===== src/rtl/ptr_mark_ctrl.sv =====
module ptr_mark_ctrl #(
  parameter int AW = 3
) (
  input  logic          clk,
  input  logic          rst_n,
  input  logic          a2b_push,
  input  logic          a2b_pop,
  input  logic          a2b_mark,
  input  logic          a2b_replay_n,
  input  logic          b2a_push,
  input  logic          b2a_pop,
  input  logic          b2a_mark,
  input  logic          b2a_redo_n,
  output logic [AW-1:0] a2b_wr_addr,
  output logic [AW-1:0] a2b_rd_addr,
  output logic [AW-1:0] b2a_wr_addr,
  output logic [AW-1:0] b2a_rd_addr,
  output logic [AW:0]   a2b_count,
  output logic [AW:0]   b2a_count
);
  localparam int PW = AW + 1;
  localparam logic [PW-1:0] DEPTH = PW'(1 << AW);
  localparam logic [PW-1:0] ONE = PW'(1);

  logic [PW-1:0] a2b_wp, a2b_rp, a2b_mk;
  logic [PW-1:0] b2a_wp, b2a_rp, b2a_mk;

  assign a2b_count = a2b_wp - a2b_rp;
  assign b2a_count = b2a_wp - b2a_rp;

  wire a2b_push_ok = a2b_push && (a2b_count != DEPTH);
  wire a2b_pop_ok  = a2b_pop  && (a2b_count != '0);
  wire b2a_push_ok = b2a_push && (b2a_count != DEPTH);
  wire b2a_pop_ok  = b2a_pop  && (b2a_count != '0);

  assign a2b_wr_addr = a2b_wp[AW-1:0];
  assign a2b_rd_addr = a2b_rp[AW-1:0];
  assign b2a_wr_addr = b2a_wp[AW-1:0];
  assign b2a_rd_addr = b2a_rp[AW-1:0];

  always_ff @(posedge clk or negedge rst_n) begin
    if (!rst_n) begin
      a2b_wp <= '0;
      a2b_rp <= '0;
      a2b_mk <= '0;
    end else begin
      if (a2b_push_ok) a2b_wp <= a2b_wp + ONE;
      if (!a2b_replay_n)   a2b_rp <= a2b_mk;
      else if (a2b_pop_ok) a2b_rp <= a2b_rp + ONE;
      if (a2b_mark) a2b_mk <= a2b_rp;
    end
  end

  always_ff @(posedge clk or negedge rst_n) begin
    if (!rst_n) begin
      b2a_wp <= '0;
      b2a_rp <= '0;
      b2a_mk <= '0;
    end else begin
      if (!b2a_redo_n)      b2a_wp <= b2a_mk;
      else if (b2a_push_ok) b2a_wp <= b2a_wp + ONE;
      if (b2a_pop_ok) b2a_rp <= b2a_rp + ONE;
      if (b2a_mark) b2a_mk <= b2a_wp;
    end
  end

  assert_push_full_R3: assert property (@(posedge clk) disable iff (!rst_n)
    (a2b_push && a2b_count == DEPTH) |=> $stable(a2b_wr_addr));
  assert_pop_empty_R3: assert property (@(posedge clk) disable iff (!rst_n)
    (b2a_pop && b2a_count == '0) |=> $stable(b2a_rd_addr));
  assert_mark_rd_R4: assert property (@(posedge clk) disable iff (!rst_n)
    a2b_mark |=> a2b_mk == $past(a2b_rp));
  assert_replay_R5: assert property (@(posedge clk) disable iff (!rst_n)
    !a2b_replay_n |=> a2b_rp == $past(a2b_mk));
  assert_mark_wr_R7: assert property (@(posedge clk) disable iff (!rst_n)
    b2a_mark |=> b2a_mk == $past(b2a_wp));
  assert_redo_R8: assert property (@(posedge clk) disable iff (!rst_n)
    !b2a_redo_n |=> b2a_wp == $past(b2a_mk));
  assert_step_R2: assert property (@(posedge clk) disable iff (!rst_n)
    (a2b_replay_n && !a2b_pop) |=> $stable(a2b_rd_addr));
endmodule


===== config.mk =====
export PLATFORM = sky130hd
export DESIGN_NAME = ptr_mark_ctrl
export DESIGN_NICKNAME = d
export VERILOG_FILES = /design/src/rtl/ptr_mark_ctrl.sv
export SDC_FILE = /design/constraint.sdc
export NUM_CORES = 1
export LEC_CHECK = 0
export BUFFER_PORTS_ARGS = -buffer_cell sky130_fd_sc_hd__buf_2
export CAP_MARGIN = 20
export CORE_UTILIZATION = 53
export DETAILED_ROUTE_END_ITERATION = 10
export HOLD_SLACK_MARGIN = 0.06
export PLACE_DENSITY = 0.81
export SETUP_SLACK_MARGIN = 0.2
export SYNTH_ARGS = -nofsm -noshare
export SYNTH_HDL_FRONTEND = slang
export SYNTH_SLANG_ARGS = --single-unit

===== constraint.sdc =====
create_clock -name clk -period 3.2 [get_ports clk]
set_input_delay 0.48 -clock clk [delete_from_list [all_inputs] [get_ports clk]]
set_output_delay 0.48 -clock clk [all_outputs]
set_load 0.01 [all_outputs]

* Word-level counts from Yosys, hierarchy flattened
Index checks and enable logic that the tools add are counted.
** Word-level totals
- Output and inout port bits :: 20
- Register bits :: 24
** Operators by class
- Reduce and logical (&&, ||, !) cells :: 6
- Mux-type cells :: 4
- Add/subtract/negate cells :: 6
- Equal/unequal tests :: 4
** Operator list (number)
- 4-bit by 1-bit adder with 4-bit output (second input constant) :: 4
- 4-bit 2-to-1 mux :: 4
- 4-bit inequality test (second input constant) :: 2
- 4-bit nonzero test :: 2
- 4-bit subtractor :: 2
- 1-bit logical AND :: 4
- 2-bit by 1-bit inequality test with 1-bit output (second input constant) :: 2

* Depth between registers and ports, before layout
- Word-level depth :: 5
- Gate-level depth with buffers :: 9
- Mapped depth without buffers :: 9

* Least setup slack after synthesis
Ideal clock, no wire load.
- Path kind :: flip-flop to flip-flop
- From :: register a2b_wp[0]
- To :: register a2b_wp[1]
- Data required time :: 3.072 ns
- Setup time :: 0.128 ns
- Data arrival time :: 2.157 ns
- Path buffers :: 0
- Stages on the path, launching flop included :: 10
- Slack :: 0.915 ns
- Path through :: dfrtp_1 > inv_1 > ha_1 > inv_1 > fa_1 > xor2_1 > or3_1 > a21oi_2 > nand2b_2 > mux2_1
** On the way
- Word-level cells in the longest chain between the ends :: 3
- Elaborated cells between the ends (all ways) :: 4
- Those cells by class :: add/sub: 2; eq/ne: 1; reduce/logical: 1
** Ends and longest elaborated chain
- start: declaration :: RTL line 25 : logic [PW-1:0] a2b_wp, a2b_rp, a2b_mk;
- start signal: assignment :: RTL line 47 : if (a2b_push_ok) a2b_wp <= a2b_wp + ONE;
- 4-bit subtractor :: RTL line 28 : assign a2b_count = a2b_wp - a2b_rp;
- named net a2b_count[2] :: RTL line 18 : output logic [AW:0] a2b_count,
- 4-bit inequality test :: RTL line 31 : wire a2b_push_ok = a2b_push && (a2b_count != DEPTH);
- 1-bit logical AND :: RTL line 31
The timed path passes the listed nets, and every way through them passes these cells.
A chain may end at the register's enable or synchronous reset.

* Final worst setup path
- From :: register b2a_rp[2]
- To :: output port b2a_count[3]
** On the way
- Word-level cells in the longest chain between the ends :: 1
** Ends and longest elaborated chain
- start: declaration :: RTL line 26 : logic [PW-1:0] b2a_wp, b2a_rp, b2a_mk;
- start signal: assignment :: RTL line 62 : if (b2a_pop_ok) b2a_rp <= b2a_rp + ONE;
- 4-bit subtractor :: RTL line 29 : assign b2a_count = b2a_wp - b2a_rp;
- end: declaration :: RTL line 19 : output logic [AW:0] b2a_count
No other way between the ends.

==> flow_metrics.env <==
export IMPL_layout_setup_ws_ps=700
export IMPL_nNetsFinal=191
export IMPL_routed_wirelength_um=2600
export IMPL_clock_path_buffers=2
export IMPL_top_area_cell_type_share_of_the_netlist_area=0.388
export IMPL_worst_setup_hold_path_clk_slew_ps=120
export IMPL_cts_buffers=3
export IMPL_die_h_um=56.0
export IMPL_drcViolationCount=0
export IMPL_ys_flop_type="dfrtp_1"
export IMPL_synth_top_cells_by_area="dfrtp_1 (39%), ha_1 (8.1%), buf_4 (5.8%)"
export IMPL_port_buffers=29
export IMPL_drt_iter0_drc=33
export IMPL_path_max_fanout=4
export IMPL_path_cells="inv_1, ha_1, and3b_1, or3_4, nand2_2, buf_2"
export IMPL_ys_ff_latch=24
export IMPL_slew_limit_headroom=0.657
export IMPL_synthesized_area_per_cell_um2=10.4
export IMPL_hold_violations=0
export IMPL_antenna_found_initial=0
export IMPL_via_per_inst=5.50
export IMPL_cts_root_buf="clkbuf_4"
export IMPL_dp_worst_setup_slack_ps=767
export IMPL_timing_hold_worst_class="in -> async"
export IMPL_synth_xor_area_frac=0.0736
export IMPL_final_count_of_pins_violating_max_slew=0
export IMPL_fin_tns_setup_ps=0
export IMPL_largest_family_of_logic_cells_by_synthesized_area="simple AND/OR/NAND/NOR gates"
export IMPL_fin_crit_sh=0.781
export IMPL_fmax_ghz=0.400
export IMPL_synth_area_mux_share=0.0719
export IMPL_routed_wire_length_per_instance_um=13.1
export IMPL_area_growth_syn_to_layout_pct=6.63
export IMPL_grt_setup_unrepaired="no"
export IMPL_dieArea_um2=3140
export IMPL_rrSetupSlack_ps=760
export IMPL_setup_viol_count_final=0
export IMPL_fillCellCount=248
export IMPL_grt_start_max_net_pins=25
export IMPL_worst_skew_pair_late_latency_ps=290
export IMPL_synth_simple_gate_area_share=0.139
export IMPL_synth_compound_area_share=0.122
export IMPL_cp_max_stage_delay_ps=420
export IMPL_yosys_warnings=0
export IMPL_postcts_setup_bufs=0
export IMPL_postCtsResizedCells=0
export IMPL_gr_total_overflow=0
export IMPL_place_congestion=0.795
export IMPL_grt_use_total=0.185
export IMPL_sequential_cell_area_um2=601
export IMPL_grt_pass1_vias=1038
export IMPL_dr_pass1_iters=3
export IMPL_tritoncts="built"
export IMPL_crit_path_end_kind="output pin"
export IMPL_detailed_place_hpwl_um=2090
export IMPL_yosysTopAreaCell="dfrtp_1"
export IMPL_floorplan_die_width_um=56.0
export IMPL_setup_worst_path_class="reg -> out"
export IMPL_initial_utilization=0.561
export IMPL_n_antenna_cell=0
export IMPL_synth_edf_count=0
export IMPL_layout_drive_gt1_share=0.305
export IMPL_cp_start_kind="flop"
export IMPL_tritoncts_num_sinks=24
export IMPL_timing_final_crit_period_ps=2500
export IMPL_detailroute_via_count=1089
export IMPL_skew_ps=4.04
export IMPL_detail_route_antenna_nets=0
export IMPL_timing_critical_path_arrival_ps=2020
export IMPL_synthAdderAreaFrac=0.107
export IMPL_grt_pass1_wl_um=4630
export IMPL_h_tree_level_count=1
export IMPL_synth_seq_area_share=0.388
export IMPL_synthesis_instances=149
export IMPL_status="completed"
export IMPL_std_cell_rows=19
export IMPL_synth_cell_type_count=38
export IMPL_mappedNetlistNets=171
export IMPL_worst_ep_required_time_ps=2720
export IMPL_multi_input_comb_area_um2=795
export IMPL_cap_viol_max_count=0
export IMPL_coreArea_um2=2760
export IMPL_post_synth_instance_area_um2=1550
export IMPL_async_reset_ff_frac=1.00
export IMPL_critical_path_cell_with_the_highest_stage_delay="dfrtp_1"
export IMPL_design_portCount=30
export IMPL_cts_hold_buf=0
export IMPL_max_slew_worst_pin_slew_ps=514
-- final timing paths --
check,start,endpoint,cells after the start
worst max-delay path,b2a_rp[2]$_DFFE_PN0P_,b2a_count[3],6
worst min-delay path,rst_n,b2a_rp[0]$_DFFE_PN0P_,1
worst max register to register,a2b_wp[0]$_DFFE_PN0P_,a2b_wp[1]$_DFFE_PN0P_,9
worst min register to register,a2b_mk[1]$_DFFE_PN0P_,a2b_mk[1]$_DFFE_PN0P_,1
max in group asynchronous,rst_n,a2b_wp[3]$_DFFE_PN0P_,1
min in group clk,a2b_replay_n,a2b_rp[0]$_DFFE_PN0P_,2
-- flip-flops by register name (all words and copies together) (netlist names) --
register	count
b2a_rp	4
b2a_wp	4
a2b_mk	4
a2b_rp	4
a2b_wp	4
b2a_mk	4
-- worst max-delay path: cells and delay by family, from the launching register on --
| family | cells | cell delay (ps) |
|---|---|---|
| and+or+nand+nor | 3 | 760 |
| buffers and inverters | 2 | 220 |
| adders and majority gates | 1 | 320 |
| DFF | 1 | 420 |
-- final cells by class --
type,instances,area share
Sequential cell,24,0.364
Tap cell,31,0.0235
Multi-Input combinational cell,98,0.481
Clock buffer,3,0.0136
Inverter,13,0.0296
Timing Repair Buffer,29,0.0879
-- per-layer routing --
metal	share of wire	up-vias	routed length (um)	GRT usage
met5	0	-	0	0
met4	0.012	0	31	0.0523
met3	0.035	4	91	0.0209
met2	0.51	26	1320	0.332
met1	0.45	516	1160	0.235
li1	-	543	-	-
-- cells by family (layout without fill, tap and decap cells) --
group	Yosys count	in the layout
compound gates	26	26
xor+xnor	13	13
fa+ha+maj	12	12
buf+inv	27	45
flops	24	24
mux	10	10
simple gates	37	37
-- layout by cell type (no fill, tap or decap) --
cell / Yosys / routed
a21o_1: 2 / 2
a21oi_1: 5 / 5
a21oi_2: 1 / 1
a21oi_4: 1 / 1
a221oi_1: 1 / 1
a31oi_1: 5 / 5
a31oi_4: 1 / 1
and3b_1: 1 / 1
and3b_4: 1 / 1
buf_2: 0 / 29
clkbuf_4: 0 / 3
dfrtp_1: 24 / 24
fa_1: 2 / 2
ha_1: 10 / 10
inv_1: 13 / 13
mux2_1: 2 / 2
mux2_2: 7 / 7
mux2i_1: 1 / 1
nand2_1: 5 / 5
nand2_2: 1 / 1
nand2b_2: 1 / 1
nand3b_1: 1 / 1
nand4_1: 4 / 4
nor2_1: 12 / 12
nor3_1: 1 / 1
nor3_2: 1 / 1
nor3b_1: 1 / 1
o211ai_1: 1 / 1
o21ai_0: 3 / 3
o21ai_1: 3 / 3
o21ai_2: 2 / 2
o31ai_1: 1 / 1
or2_2: 1 / 1
or3_1: 5 / 5
or3_4: 2 / 2
xnor2_1: 7 / 7
xor2_1: 6 / 6
-- Yosys cell counts, types with 3 or more instances --
cell and number:
nor2_1 12, nand4_1 4, a21oi_1 5, nand2_1 5, a31oi_1 5, buf_4 12
xnor2_1 7, inv_1 13, o21ai_1 3, mux2_2 7, o21ai_0 3, or3_1 5
ha_1 10, dfrtp_1 24, xor2_1 6
-- through the flow --
stage	instance area (um^2)	util	hold slack, ps	std cells
4_1_cts	1650	0.598	156	198
2_1_floorplan	1550	-	184	149
6_report	1650	0.598	137	198
3_5_place_dp	1630	0.590	493	195
3_3_place_gp	1630	0.590	483	195
5_1_grt	1650	0.598	175	198
Power is left out: the tool's default activity adds up to more than one toggle a clock period on the data nets, which glitch-free logic cannot reach.
